<file path="config.mk">
export PLATFORM = sky130hd
export DESIGN_NAME = duty_div
export DESIGN_NICKNAME = d
export VERILOG_FILES = /design/src/rtl/duty_div_pkg.sv /design/src/rtl/duty_div_rsync.sv /design/src/rtl/duty_div_count.sv /design/src/rtl/duty_div_bank.sv /design/src/rtl/duty_div.sv
export SDC_FILE = /design/constraint.sdc
export NUM_CORES = 1
export LEC_CHECK = 0
export BUFFER_PORTS_ARGS = -buffer_cell sky130_fd_sc_hd__buf_4
export CAP_MARGIN = 5
export CELL_PAD_IN_SITES_DETAIL_PLACEMENT = 2
export CELL_PAD_IN_SITES_GLOBAL_PLACEMENT = 2
export CORE_MARGIN = 2
export CORE_UTILIZATION = 30
export DETAILED_ROUTE_END_ITERATION = 10
export PLACE_DENSITY = 0.65
export SYNTH_ARGS = -nofsm -noshare
export SYNTH_HDL_FRONTEND = slang
export SYNTH_HIERARCHICAL = 1
export SYNTH_SLANG_ARGS = --single-unit
</file>
<file path="constraint.sdc">
create_clock -name clk_fast -period 0.8 [get_ports clk_fast]
set_input_delay 0.04 -clock clk_fast [delete_from_list [all_inputs] [get_ports clk_fast]]
set_output_delay 0.04 -clock clk_fast [all_outputs]
set_load 0.1 [all_outputs]
</file>
<file path="src/rtl/duty_div_pkg.sv">
`timescale 1ns/1ps
package duty_div_pkg;
  localparam int CODE_W    = 3;
  localparam int CNT_W     = 3;
  localparam int NUM_BANKS = 2;
  localparam int RATIO_LO  = 2;
  localparam int RATIO_MID = 4;
  localparam int RATIO_HI  = 5;

  typedef logic [CNT_W-1:0]  cnt_t;
  typedef logic [CODE_W-1:0] code_t;

  // Sparse code decode; every unlisted code selects the smallest ratio.
  function automatic cnt_t ratio_of(code_t c);
    case (c)
      3'b001:  ratio_of = cnt_t'(RATIO_LO);
      3'b011:  ratio_of = cnt_t'(RATIO_MID);
      3'b100:  ratio_of = cnt_t'(RATIO_HI);
      default: ratio_of = cnt_t'(RATIO_LO);
    endcase
  endfunction
endpackage

</file>
<file path="src/rtl/duty_div_rsync.sv">
`timescale 1ns/1ps
module duty_div_rsync #(
  parameter int STAGES = 2
) (
  input  logic clk,
  input  logic rst_n,
  output logic rst_s
);
  logic [STAGES-1:0] sh_q;
  logic [STAGES-1:0] sh_d;

  always_comb sh_d = {sh_q[STAGES-2:0], 1'b1};

  always_ff @(posedge clk or negedge rst_n) begin
    if (!rst_n) sh_q <= '0;
    else        sh_q <= sh_d;
  end

  assign rst_s = sh_q[STAGES-1];
endmodule

</file>
<file path="src/rtl/duty_div_count.sv">
`timescale 1ns/1ps
module duty_div_count
  import duty_div_pkg::*;
(
  input  logic  clk,
  input  logic  rst_s,
  input  code_t code,
  output logic  tc,
  output logic  ph_next,
  output logic  odd_next
);
  cnt_t cnt_q, cnt_d;
  cnt_t ratio_q, ratio_d;

  // Next-state: ratio is reloaded only at terminal count.
  always_comb begin
    tc       = (cnt_q == cnt_t'(ratio_q - cnt_t'(1)));
    ratio_d  = tc ? ratio_of(code) : ratio_q;
    cnt_d    = tc ? '0 : cnt_t'(cnt_q + cnt_t'(1));
    ph_next  = (cnt_d < (ratio_d >> 1));
    odd_next = ratio_d[0];
  end

  // Reset state places the counter at terminal count of a /2 period,
  // so the first edge after release starts a fresh period.
  always_ff @(posedge clk or negedge rst_s) begin
    if (!rst_s) begin
      cnt_q   <= cnt_t'(RATIO_LO - 1);
      ratio_q <= cnt_t'(RATIO_LO);
    end else begin
      cnt_q   <= cnt_d;
      ratio_q <= ratio_d;
    end
  end

  a_r6_ratio_at_tc: assert property (@(posedge clk) disable iff (!rst_s)
    (ratio_q != $past(ratio_q)) |-> $past(tc));

  a_r2_cnt_bound: assert property (@(posedge clk) disable iff (!rst_s)
    cnt_q < ratio_q);
endmodule

</file>
<file path="src/rtl/duty_div_bank.sv">
`timescale 1ns/1ps
module duty_div_bank (
  input  logic clk,
  input  logic rst_s,
  input  logic en,
  input  logic tc,
  input  logic ph_next,
  input  logic odd_next,
  output logic dclk
);
  logic en_q, en_d;
  logic ph_q, ph_d;
  logic odd_q, odd_d;
  logic neg_q;

  always_comb begin
    en_d  = tc ? en : en_q;
    odd_d = tc ? odd_next : odd_q;
    ph_d  = en_d & ph_next;
  end

  always_ff @(posedge clk or negedge rst_s) begin
    if (!rst_s) begin
      en_q  <= 1'b1;
      ph_q  <= 1'b0;
      odd_q <= 1'b0;
    end else begin
      en_q  <= en_d;
      ph_q  <= ph_d;
      odd_q <= odd_d;
    end
  end

  // Half-cycle retimed copy of the phase, used to stretch odd ratios.
  always_ff @(negedge clk or negedge rst_s) begin
    if (!rst_s) neg_q <= 1'b0;
    else        neg_q <= ph_q;
  end

  assign dclk = ph_q | (odd_q & neg_q);

  a_r8_rise_at_tc: assert property (@(posedge clk) disable iff (!rst_s)
    $rose(ph_q) |-> $past(tc));

  a_r9_en_at_tc: assert property (@(posedge clk) disable iff (!rst_s)
    (en_q != $past(en_q)) |-> $past(tc));

  a_r4_odd_at_tc: assert property (@(posedge clk) disable iff (!rst_s)
    (odd_q != $past(odd_q)) |-> $past(tc));
endmodule

</file>
<file path="src/rtl/duty_div.sv">
`timescale 1ns/1ps
module duty_div
  import duty_div_pkg::*;
#(
  parameter int SYNC_STAGES = 2
) (
  input  logic              clk_fast,
  input  logic              rst_n,
  input  logic [CODE_W-1:0] div_code,
  input  logic              en_a,
  input  logic              en_b,
  output logic              clk_a,
  output logic              clk_b
);
  logic                 rst_s;
  logic                 tc, ph_next, odd_next;
  logic [NUM_BANKS-1:0] en_vec;
  logic [NUM_BANKS-1:0] out_vec;

  duty_div_rsync #(.STAGES(SYNC_STAGES)) u_rsync (
    .clk(clk_fast), .rst_n(rst_n), .rst_s(rst_s)
  );

  duty_div_count u_count (
    .clk(clk_fast), .rst_s(rst_s), .code(div_code),
    .tc(tc), .ph_next(ph_next), .odd_next(odd_next)
  );

  assign en_vec = {en_b, en_a};

  for (genvar g = 0; g < NUM_BANKS; g++) begin : g_bank
    duty_div_bank u_bank (
      .clk(clk_fast), .rst_s(rst_s), .en(en_vec[g]), .tc(tc),
      .ph_next(ph_next), .odd_next(odd_next), .dclk(out_vec[g])
    );
  end

  assign clk_a = out_vec[0];
  assign clk_b = out_vec[1];

  a_r1_low_in_reset: assert property (@(posedge clk_fast)
    !rst_s |-> (!clk_a && !clk_b));
endmodule

</file>
==> results of run 1 <==
cells in the mapped netlist:
master,count,area [sq um]
ha_1,3,37.5
o21ai_0,3,15.0
and2_4,2,17.5
nor3_2,1,10.0
inv_1,2,7.51
mux2_2,2,22.5
nand3b_1,1,7.51
a21o_1,2,15.0
nor2_2,1,6.26
nor2b_1,1,6.26
nor2_1,1,3.75
dfrtn_1,2,50.1
dfrtp_1,10,250
buf_6,1,11.3
nand2_4,1,11.3
a21oi_1,1,5.00
xor3_1,1,23.8
o21a_1,1,7.51
a311oi_2,1,15.0
xnor2_1,3,26.3
and2b_2,1,8.76
mux2_4,2,30.0
conb_1,1,3.75
nor3b_1,1,7.51
dfstp_2,4,105
nand2_1,1,3.75
area by class of cell:
| type | count | area (sq um) |
|---|---|---|
| inverter | 2 | 7.51 |
| timing repair buffer | 32 | 302 |
| multi-input combinational | 31 | 365 |
| tap | 28 | 35.0 |
| sequential | 16 | 405 |
| clock buffer | 4 | 26.3 |
| fill | 219 | 1070 |
power by group:
group / leakage, uW / switching (uW) / internal, uW
logic: 0.000325 / 1630 / 2370
clock network: 0.0000150 / 270 / 194
registers: 0.000195 / 189 / 1180
total: 0.000536 / 2090 / 3740
metrics by stage:
stage                     utilization  power [uW]
after global placement          0.417        3900
after floorplan                     -        3260
after CTS                       0.506        5660
after global routing            0.516        6190
after detailed placement        0.417        4040
final                           0.516        5830
worst max-delay path, cell delays in order, from the launching register on:
cell	delay (ps)
dfstp_2	560
inv_2	50
ha_4	150
xor3_1	190
nor3_2	240
buf_4	160
and2b_2	250
ha_4	220
a311oi_4	230
and2_4	180
layer usage:
metal  routed length (microns)  track usage
met3                        63       0.0429
met4                        51        0.103
met1                       727        0.178
met5                         0            0
met2                      1110        0.300
cell families (layout without fill, tap and decap cells):
family	count (synthesis)	after routing
flip-flops	16	16
AND/OR/NAND/NOR	11	11
AO/OA/AOI/OAI	8	8
XOR/XNOR	4	4
multiplexers	4	4
adder cells (fa/ha/maj)	3	3
buffers and inverters	3	38
other	1	1
registers in the layout, summed over array words and instances (netlist names):
signal and count:
u_count/cnt_q 3, g_bank.u_bank/ph_q 2, g_bank.u_bank/neg_q 2, u_rsync/sh_q 2, g_bank.u_bank/odd_q 2, g_bank.u_bank/en_q 2, u_count/ratio_q 3
worst paths after layout:
path / start / to / slack [ps] / cells past startpoint
max in group asynchronous: u_rsync/sh_q[1]$_DFF_PN0_ / g_bank[1].u_bank/neg_q$_DFF_NN0_ / 170 / 0
min reg2reg: u_rsync/sh_q[1]$_DFF_PN0_ / g_bank[1].u_bank/odd_q$_DFFE_PN0P_ / 110 / 0
min in group asynchronous: rst_n / u_rsync/sh_q[0]$_DFF_PN0_ / 70 / 2
max: u_count/ratio_q[1]$_DFF_PN1_ / g_bank[1].u_bank/ph_q$_DFF_PN0_ / -1490 / 9
max reg2reg: u_count/ratio_q[1]$_DFF_PN1_ / g_bank[1].u_bank/ph_q$_DFF_PN0_ / -1490 / 9
min: en_b / g_bank[1].u_bank/en_q$_DFF_PN1_ / 3 / 2
repair_timing:
item | in CTS | in global routing
endpoints found under the hold margin | 2 | 1
resized for setup | 22 | 6
setup endpoints to repair | 16 | 16
buffers inserted | 10 | 3
pin swaps | 5 | 2
==> out/results.ini, run 1 <==
[yosys]
synth_nets = 60
netlist_instances = 50
seq_area_frac_synth = 0.572
synth-simple-area-share = 0.117
synth-seq-cells = 16
synth_compound_area_frac = 0.0813
synthAdderAreaFrac = 0.0530
ys_types = 26
synth_xor_area_frac = 0.0707
ys_warn_count = 6
synth_area_per_cell_sq_um = 14.2
netlist_area_sq_um = 708
synthMuxAreaShare = 0.0742
synth_top_family_by_area = simple AND/OR/NAND/NOR gates

[cts]
clkSlewWorstSetupHoldPaths_ps = 100
postCtsHoldBufs = 1
ctsHtreeMaxLevel = 1
cts_tree = built
cts_buffers = 3
clk_path_buf_depth = 2
clkSinkCount = 16
root_buffer = clkbuf_4
clock_latency_ps = 300

[worst_setup_path]
critical_path_class = flop to flop
cp-end-kind = flop
cp-start-kind = flop
cp.required_ps = 1040
worstPathArrival_ps = 2520
critical_path.max_fanout = 3

[die]
die_area_sq_um = 2770
core_sq_um = 2210
ios = 9
core.rowCount = 17
fp.dieH_microns = 52.6
initial_core_util = 0.320
dieWidth_microns = 52.6

[grt]
grt_overflow = 0
grt_usage = 0.170
grt_antenna_before_repair = 0
grt_pass1_wl_mm = 3.00
grt_pass1_vias = 619
grt_max_degree = 10

[power_and_ir_drop]
p_leak_uw = 0.000536
p_per_area_nw_per_um2 = 5110
max-vdd-ir-drop_mv = 2.25

[cells_and_area]
finalNetCount = 96
finalNonFillerCells = 113
final_cell_mix = 20 x buf_4, 10 x dfrtp_1, 9 x buf_6
drive_above_1_share = 0.694
syn2layout_area_growth_pct = 61.1
final_common_cell = buf_4
design_area_sq_um = 1140
diodes = 0

[place]
globalplace.congestion = 0.763
place_area_sq_um = 922
hpwl_mm = 1.20
placed_cells = 97
place_ws_ps = -1520
port_buffers = 8

[timing]
fin_crit_sh = 2.86
period_minus_slack_ps = 2290
slew_viol_final = 0
worst_slack_ps = -1490
setup_viol = 16
final.setup.tns_ps = -15620
hold_violations = 0
hold_ws_ps = 2.84
rsz0062_at_grt = true
skew_ps = 7.64
max_freq_mhz = 438

[detailed_routing]
vias = 515
wl_per_cell_microns = 17.3
wl_mm = 1.95
vias_per_cell = 4.56
first_pass_iters = 1
drt_iter0_drc = 0
ant_nets = 0
drc_errors = 0

[status]
status = finished with violations
violations = negative setup slack

[hold_path]
hold_path_class = input port to flop

[run]
drv_cap = 0

(Power assumes the default switching activity.)
==> run 2, diff against run 1 <==
--- a/config.mk
+++ b/config.mk
@@ -12,6 +12,7 @@
 export CORE_MARGIN = 2
 export CORE_UTILIZATION = 30
 export DETAILED_ROUTE_END_ITERATION = 10
+export HOLD_SLACK_MARGIN = 0.1
 export PLACE_DENSITY = 0.65
 export SYNTH_ARGS = -nofsm -noshare
 export SYNTH_HDL_FRONTEND = slang
==> out/results.ini, run 2 (synthesized netlist as in run 1, its figures left out) <==
[status]
status = finished with violations  ; unchanged
violations = negative setup slack  ; unchanged

[cells_and_area]
syn2layout_area_growth_pct = 62.5  ; was 61.1%
drive_above_1_share = 0.686  ; was 0.694
fillers = 217  ; was 219
final_common_cell = buf_4  ; unchanged
reg.largest.list = u_count/cnt_q x3, u_count/ratio_q x3  ; unchanged
finalNonFillerCells = 114  ; was 113
design_area_sq_um = 1150  ; was 1140 sq um
final_cell_mix = 20 x buf_4, 10 x dfrtp_1, 9 x buf_6  ; unchanged
finalNetCount = 97  ; was 96
diodes = 0  ; unchanged

[timing]
hold_ws_ps = 3.78  ; was 2.84 ps
worst_slack_ps = -1480  ; was -1490 ps
period_minus_slack_ps = 2280  ; was 2290 ps
rsz0062_at_grt = true  ; unchanged
fin_crit_sh = 2.85  ; was 2.86
max_freq_mhz = 438  ; about the same
skew_ps = 6.19  ; was 7.64 ps
final.setup.tns_ps = -15600  ; was -15620 ps
hold_violations = 0  ; unchanged
slew_viol_final = 0  ; unchanged
setup_viol = 16  ; unchanged

[cts]
clk_path_buf_depth = 2  ; unchanged
cts_buffers = 3  ; unchanged
clkSinkCount = 16  ; unchanged
root_buffer = clkbuf_4  ; unchanged
ctsHtreeMaxLevel = 1  ; unchanged
cts_tree = built  ; unchanged
clock_latency_ps = 300  ; about the same
clkSlewWorstSetupHoldPaths_ps = 100  ; about the same
postCtsHoldBufs = 2  ; was 1

[detailed_routing]
vias = 514  ; was 515
vias_per_cell = 4.51  ; was 4.56
wl_mm = 1.95  ; about the same
first_pass_iters = 1  ; unchanged
drt_iter0_drc = 0  ; unchanged
drc_errors = 0  ; unchanged
wl_per_cell_microns = 17.1  ; was 17.3 microns
ant_nets = 0  ; unchanged

[worst_setup_path]
cp-start-kind = flop  ; unchanged
reg2reg_from = u_count/ratio_q[1]$_DFF_PN1_  ; unchanged
cp.required_ps = 1040  ; about the same
cp-end-kind = flop  ; unchanged
critical_path.max_fanout = 3  ; unchanged
ff2ff_setup_slack_ps = -1480  ; was -1490 ps
r2r-end = g_bank[1].u_bank/ph_q$_DFF_PN0_  ; unchanged
worstPathArrival_ps = 2520  ; about the same
critical_path_class = flop to flop  ; unchanged
reg2reg_depth = 9  ; unchanged

[die]
core_sq_um = 2210  ; unchanged
initial_core_util = 0.320  ; unchanged
die_area_sq_um = 2770  ; unchanged
ios = 9  ; unchanged
core.rowCount = 17  ; unchanged
dieWidth_microns = 52.6  ; unchanged
fp.dieH_microns = 52.6  ; unchanged

[hold_path]
holdPathEnd = g_bank[1].u_bank/en_q$_DFF_PN1_  ; unchanged
hold_start = en_b  ; unchanged
holdPathStages = 2  ; unchanged
hold_path_class = input port to flop  ; unchanged

[power_and_ir_drop]
p_per_area_nw_per_um2 = 5070  ; was 5110 nW/um^2
p_leak_uw = 0.000540  ; was 0.000536 uW
max-vdd-ir-drop_mv = 2.70  ; was 2.25 mV
finalPower_uw = 5830  ; about the same

[place]
placed_cells = 97  ; unchanged
port_buffers = 8  ; unchanged
place_area_sq_um = 922  ; unchanged
hpwl_mm = 1.20  ; unchanged
globalplace.congestion = 0.763  ; unchanged

[grt]
grt_antenna_before_repair = 0  ; unchanged
grt_max_degree = 10  ; unchanged
grt_pass1_vias = 624  ; was 619
grt_usage = 0.172  ; was 0.170
grt_pass1_wl_mm = 3.04  ; was 3.00 mm
grt_overflow = 0  ; unchanged

[run]
drv_cap = 0  ; unchanged

-- run 2: cell count changes in the layout (fill, tap and decap cells not counted), sizes merged --
cell,delta
dlygate4sd3,+1
-- run 2: layout make-up --
cell class	count	area, sq um	share of cell area
sequential	16	405	0.352
multi-input combinational	31	365	0.317
timing repair buffer	33	312	0.271
tap	28	35.0	0.0304
clock buffer	4	26.3	0.0228
inverter	2	7.51	0.00652
-- run 2: what timing repair did --
item / 4_1_cts / 5_1_grt
hold endpoints to repair: 4 / 2
endpoints found under the setup margin: 16 / 16
pin swaps: 5 / 2
buffers inserted: 10 / 3
gates resized for setup: 22 / 6
-- run 2: per-stage QoR --
| step | worst slack, ps | util |
|---|---|---|
| after floorplan | -1410 | - |
| after global placement | -1440 | 0.417 |
| after detailed placement | -1520 | 0.417 |
| after CTS | -1460 | 0.511 |
| after global routing | -1570 | 0.520 |
| final | -1480 | 0.520 |
-- run 2: worst max-delay path, stage by stage, from the launching register on --
cell and delay, ps:
dfstp_2 560, inv_2 50, ha_4 150, xor3_1 190, nor3_2 240, buf_4 160
and2b_2 250, ha_4 220, a311oi_4 230, and2_4 180
-- run 2: metal layers --
layer / share of wire / GRT usage / routed length, microns
met1: 0.38 / 0.184 / 741
met2: 0.56 / 0.300 / 1100
met3: 0.031 / 0.0429 / 61
met4: 0.023 / 0.103 / 45
met5: 0 / 0 / 0
-- run 2: power breakdown --
group,internal [uW],leakage [uW],switching (uW)
Sequential,1180,0.000195,190
Combinational,2370,0.000330,1630
Clock,194,0.0000150,271
Total,3740,0.000540,2090
-- run 2: how the worst max path moves through the flow --
stage	end	startpoint	cells past startpoint	slack, ps
after floorplan	g_bank[0].u_bank/ph_q$_DFF_PN0_	u_count/ratio_q[1]$_DFF_PN1_	9	-1410
after CTS	g_bank[0].u_bank/ph_q$_DFF_PN0_	u_count/ratio_q[1]$_DFF_PN1_	9	-1460
after global placement	g_bank[1].u_bank/ph_q$_DFF_PN0_	u_count/ratio_q[1]$_DFF_PN1_	10	-1440
after detailed placement	g_bank[0].u_bank/ph_q$_DFF_PN0_	u_count/ratio_q[1]$_DFF_PN1_	10	-1520
final	g_bank[1].u_bank/ph_q$_DFF_PN0_	u_count/ratio_q[1]$_DFF_PN1_	9	-1480
after global routing	g_bank[1].u_bank/ph_q$_DFF_PN0_	u_count/ratio_q[1]$_DFF_PN1_	9	-1570
==> run 3, diff against run 2 <==
--- a/config.mk
+++ b/config.mk
@@ -10,10 +10,10 @@
 export CELL_PAD_IN_SITES_DETAIL_PLACEMENT = 2
 export CELL_PAD_IN_SITES_GLOBAL_PLACEMENT = 2
 export CORE_MARGIN = 2
-export CORE_UTILIZATION = 30
+export CORE_UTILIZATION = 34
 export DETAILED_ROUTE_END_ITERATION = 10
 export HOLD_SLACK_MARGIN = 0.1
-export PLACE_DENSITY = 0.65
+export PLACE_DENSITY = 0.71
 export SYNTH_ARGS = -nofsm -noshare
 export SYNTH_HDL_FRONTEND = slang
 export SYNTH_HIERARCHICAL = 1
==> out/results.ini, run 3 (synthesized netlist as in run 1, its figures left out) <==
[timing]
max_freq_mhz = 444  ; was 438 MHz
worst_slack_ps = -1450  ; was -1480 ps
fin_crit_sh = 2.82  ; was 2.85
period_minus_slack_ps = 2250  ; was 2280 ps
hold_violations = 0  ; unchanged
setup_viol = 16  ; unchanged
skew_ps = 5.35  ; was 6.19 ps
slew_viol_final = 0  ; unchanged
rsz0062_at_grt = true  ; unchanged

[grt]
grt_max_degree = 13  ; was 10
grt_pass1_vias = 615  ; was 624
grt_usage = 0.166  ; was 0.172
grt_pass1_wl_mm = 2.92  ; was 3.04 mm
grt_overflow = 0  ; unchanged
grt_antenna_before_repair = 0  ; unchanged

[cts]
root_buffer = clkbuf_4  ; unchanged
clkSinkCount = 16  ; unchanged
ctsHtreeMaxLevel = 1  ; unchanged
cts_tree = built  ; unchanged
clkSlewWorstSetupHoldPaths_ps = 90  ; was 100 ps
cts_buffers = 3  ; unchanged
clk_path_buf_depth = 2  ; unchanged
postCtsHoldBufs = 2  ; unchanged
clock_latency_ps = 280  ; was 300 ps

[cells_and_area]
drive_above_1_share = 0.651  ; was 0.686
final_cell_mix = 19 x buf_4, 10 x dfrtp_1, 7 x buf_6  ; was 20 x buf_4, 10 x dfrtp_1, 9 x buf_6
reg.largest.list = u_count/cnt_q x3, u_count/ratio_q x3  ; unchanged
syn2layout_area_growth_pct = 55.1  ; was 62.5%
final_common_cell = buf_4  ; unchanged
finalNetCount = 94  ; was 97
diodes = 0  ; unchanged

[hold_path]
hold_start = en_a  ; was en_b
holdPathEnd = g_bank[0].u_bank/en_q$_DFF_PN1_  ; was g_bank[1].u_bank/en_q$_DFF_PN1_
holdPathStages = 3  ; was 2
hold_path_class = input port to flop  ; unchanged

[detailed_routing]
vias = 483  ; was 514
vias_per_cell = 4.39  ; was 4.51
drt_iter0_drc = 0  ; unchanged
wl_per_cell_microns = 15.6  ; was 17.1 microns
drc_errors = 0  ; unchanged
first_pass_iters = 1  ; unchanged
ant_nets = 0  ; unchanged
wl_mm = 1.72  ; was 1.95 mm

[worst_setup_path]
r2r-end = g_bank[1].u_bank/ph_q$_DFF_PN0_  ; unchanged
cp.required_ps = 1030  ; was 1040 ps
critical_path.max_fanout = 2  ; was 3
reg2reg_depth = 9  ; unchanged
worstPathArrival_ps = 2480  ; was 2520 ps
cp-start-kind = flop  ; unchanged
reg2reg_from = u_count/ratio_q[1]$_DFF_PN1_  ; unchanged
ff2ff_setup_slack_ps = -1450  ; was -1480 ps
cp-end-kind = flop  ; unchanged
critical_path_class = flop to flop  ; unchanged

[die]
core_sq_um = 1960  ; was 2210 sq um
fp.dieH_microns = 49.6  ; was 52.6 microns
dieWidth_microns = 49.6  ; was 52.6 microns
core.rowCount = 16  ; was 17
ios = 9  ; unchanged
initial_core_util = 0.361  ; was 0.320
die_area_sq_um = 2460  ; was 2770 sq um

[place]
port_buffers = 8  ; unchanged
globalplace.congestion = 0.668  ; was 0.763
place_ws_ps = -1510  ; was -1520 ps
hpwl_mm = 1.23  ; was 1.20 mm

[status]
status = finished with violations  ; unchanged
violations = negative setup slack  ; unchanged

[power_and_ir_drop]
max-vdd-ir-drop_mv = 2.59  ; was 2.70 mV
p_leak_uw = 0.000515  ; was 0.000540 uW
p_per_area_nw_per_um2 = 4800  ; was 5070 nW/um^2
finalPower_uw = 5270  ; was 5830 uW

[run]
drv_cap = 0  ; unchanged

run 3: cell count changes in the layout (fill, tap and decap cells not counted):
cell,change
a311oi_2,+1
a311oi_4,-1
buf_4,-1
buf_6,-2
inv_1,+1
inv_2,-1
mux2_2,+2
mux2_4,-2
nor2_1,+1
nor2_2,-1
run 3: area by class of cell:
| type | count | area [sq um] |
|---|---|---|
| Tap cell | 27 | 33.8 |
| Sequential cell | 16 | 405 |
| Multi-Input combinational cell | 31 | 344 |
| Timing Repair Buffer | 30 | 282 |
| Clock buffer | 4 | 26.3 |
| Inverter | 2 | 7.51 |
| Fill cell | 202 | 863 |
run 3: critical path, cell delays in order (launching register included):
cell	delay, ps
dfstp_2	550
inv_2	50
ha_4	240
xnor2_2	130
nor3_2	210
buf_4	150
and2b_2	240
ha_4	220
a311oi_2	230
and2_4	190
run 3: worst max path at each step:
stage,to,slack (ps),startpoint
floorplan,g_bank[0].u_bank/ph_q$_DFF_PN0_,-1410,u_count/ratio_q[1]$_DFF_PN1_
global placement,g_bank[1].u_bank/ph_q$_DFF_PN0_,-1440,u_count/ratio_q[1]$_DFF_PN1_
detailed placement,g_bank[1].u_bank/ph_q$_DFF_PN0_,-1510,u_count/ratio_q[1]$_DFF_PN1_
CTS,g_bank[1].u_bank/ph_q$_DFF_PN0_,-1450,u_count/ratio_q[1]$_DFF_PN1_
global route,g_bank[0].u_bank/ph_q$_DFF_PN0_,-1570,u_count/ratio_q[1]$_DFF_PN1_
finish,g_bank[1].u_bank/ph_q$_DFF_PN0_,-1450,u_count/ratio_q[1]$_DFF_PN1_
run 3: where the power goes:
part / internal, uW / switching [uW] / leakage (uW) / total (uW)
registers: 1180 / 179 / 0.000195 / 1360
logic: 2050 / 1430 / 0.000305 / 3480
clock network: 194 / 238 / 0.0000150 / 431
total: 3420 / 1850 / 0.000515 / 5270
run 3: per-stage QoR:
step / util / instances / instance area (sq um) / TNS (ps) / hold slack (ps)
2_1_floorplan: - / 50 / 748 / -11680 / -256
3_3_place_gp: 0.477 / 98 / 936 / -13380 / -177
3_5_place_dp: 0.477 / 98 / 936 / -14270 / -175
4_1_cts: 0.538 / 107 / 1060 / -14630 / 68.8
6_report: 0.560 / 110 / 1100 / -15380 / 83.8
5_1_grt: 0.560 / 110 / 1100 / -16870 / 71.6
run 3: layer usage:
layer  global-route usage  vias up  share of wire
met5                    0        -              0
met4               0.0278        0              0
met3               0.0697        0          0.037
met2                0.316        7           0.58
met1                0.169      240           0.39
li1                     -      236              -
run 3: what timing repair did:
action / in CTS / in global routing
gates resized for setup: 15 / 4
cloned: 0 / 0
pin swaps: 4 / 1
endpoints found under the hold margin: 4 / 2
setup buffers: 3 / 4
endpoints found under the setup margin: 16 / 16
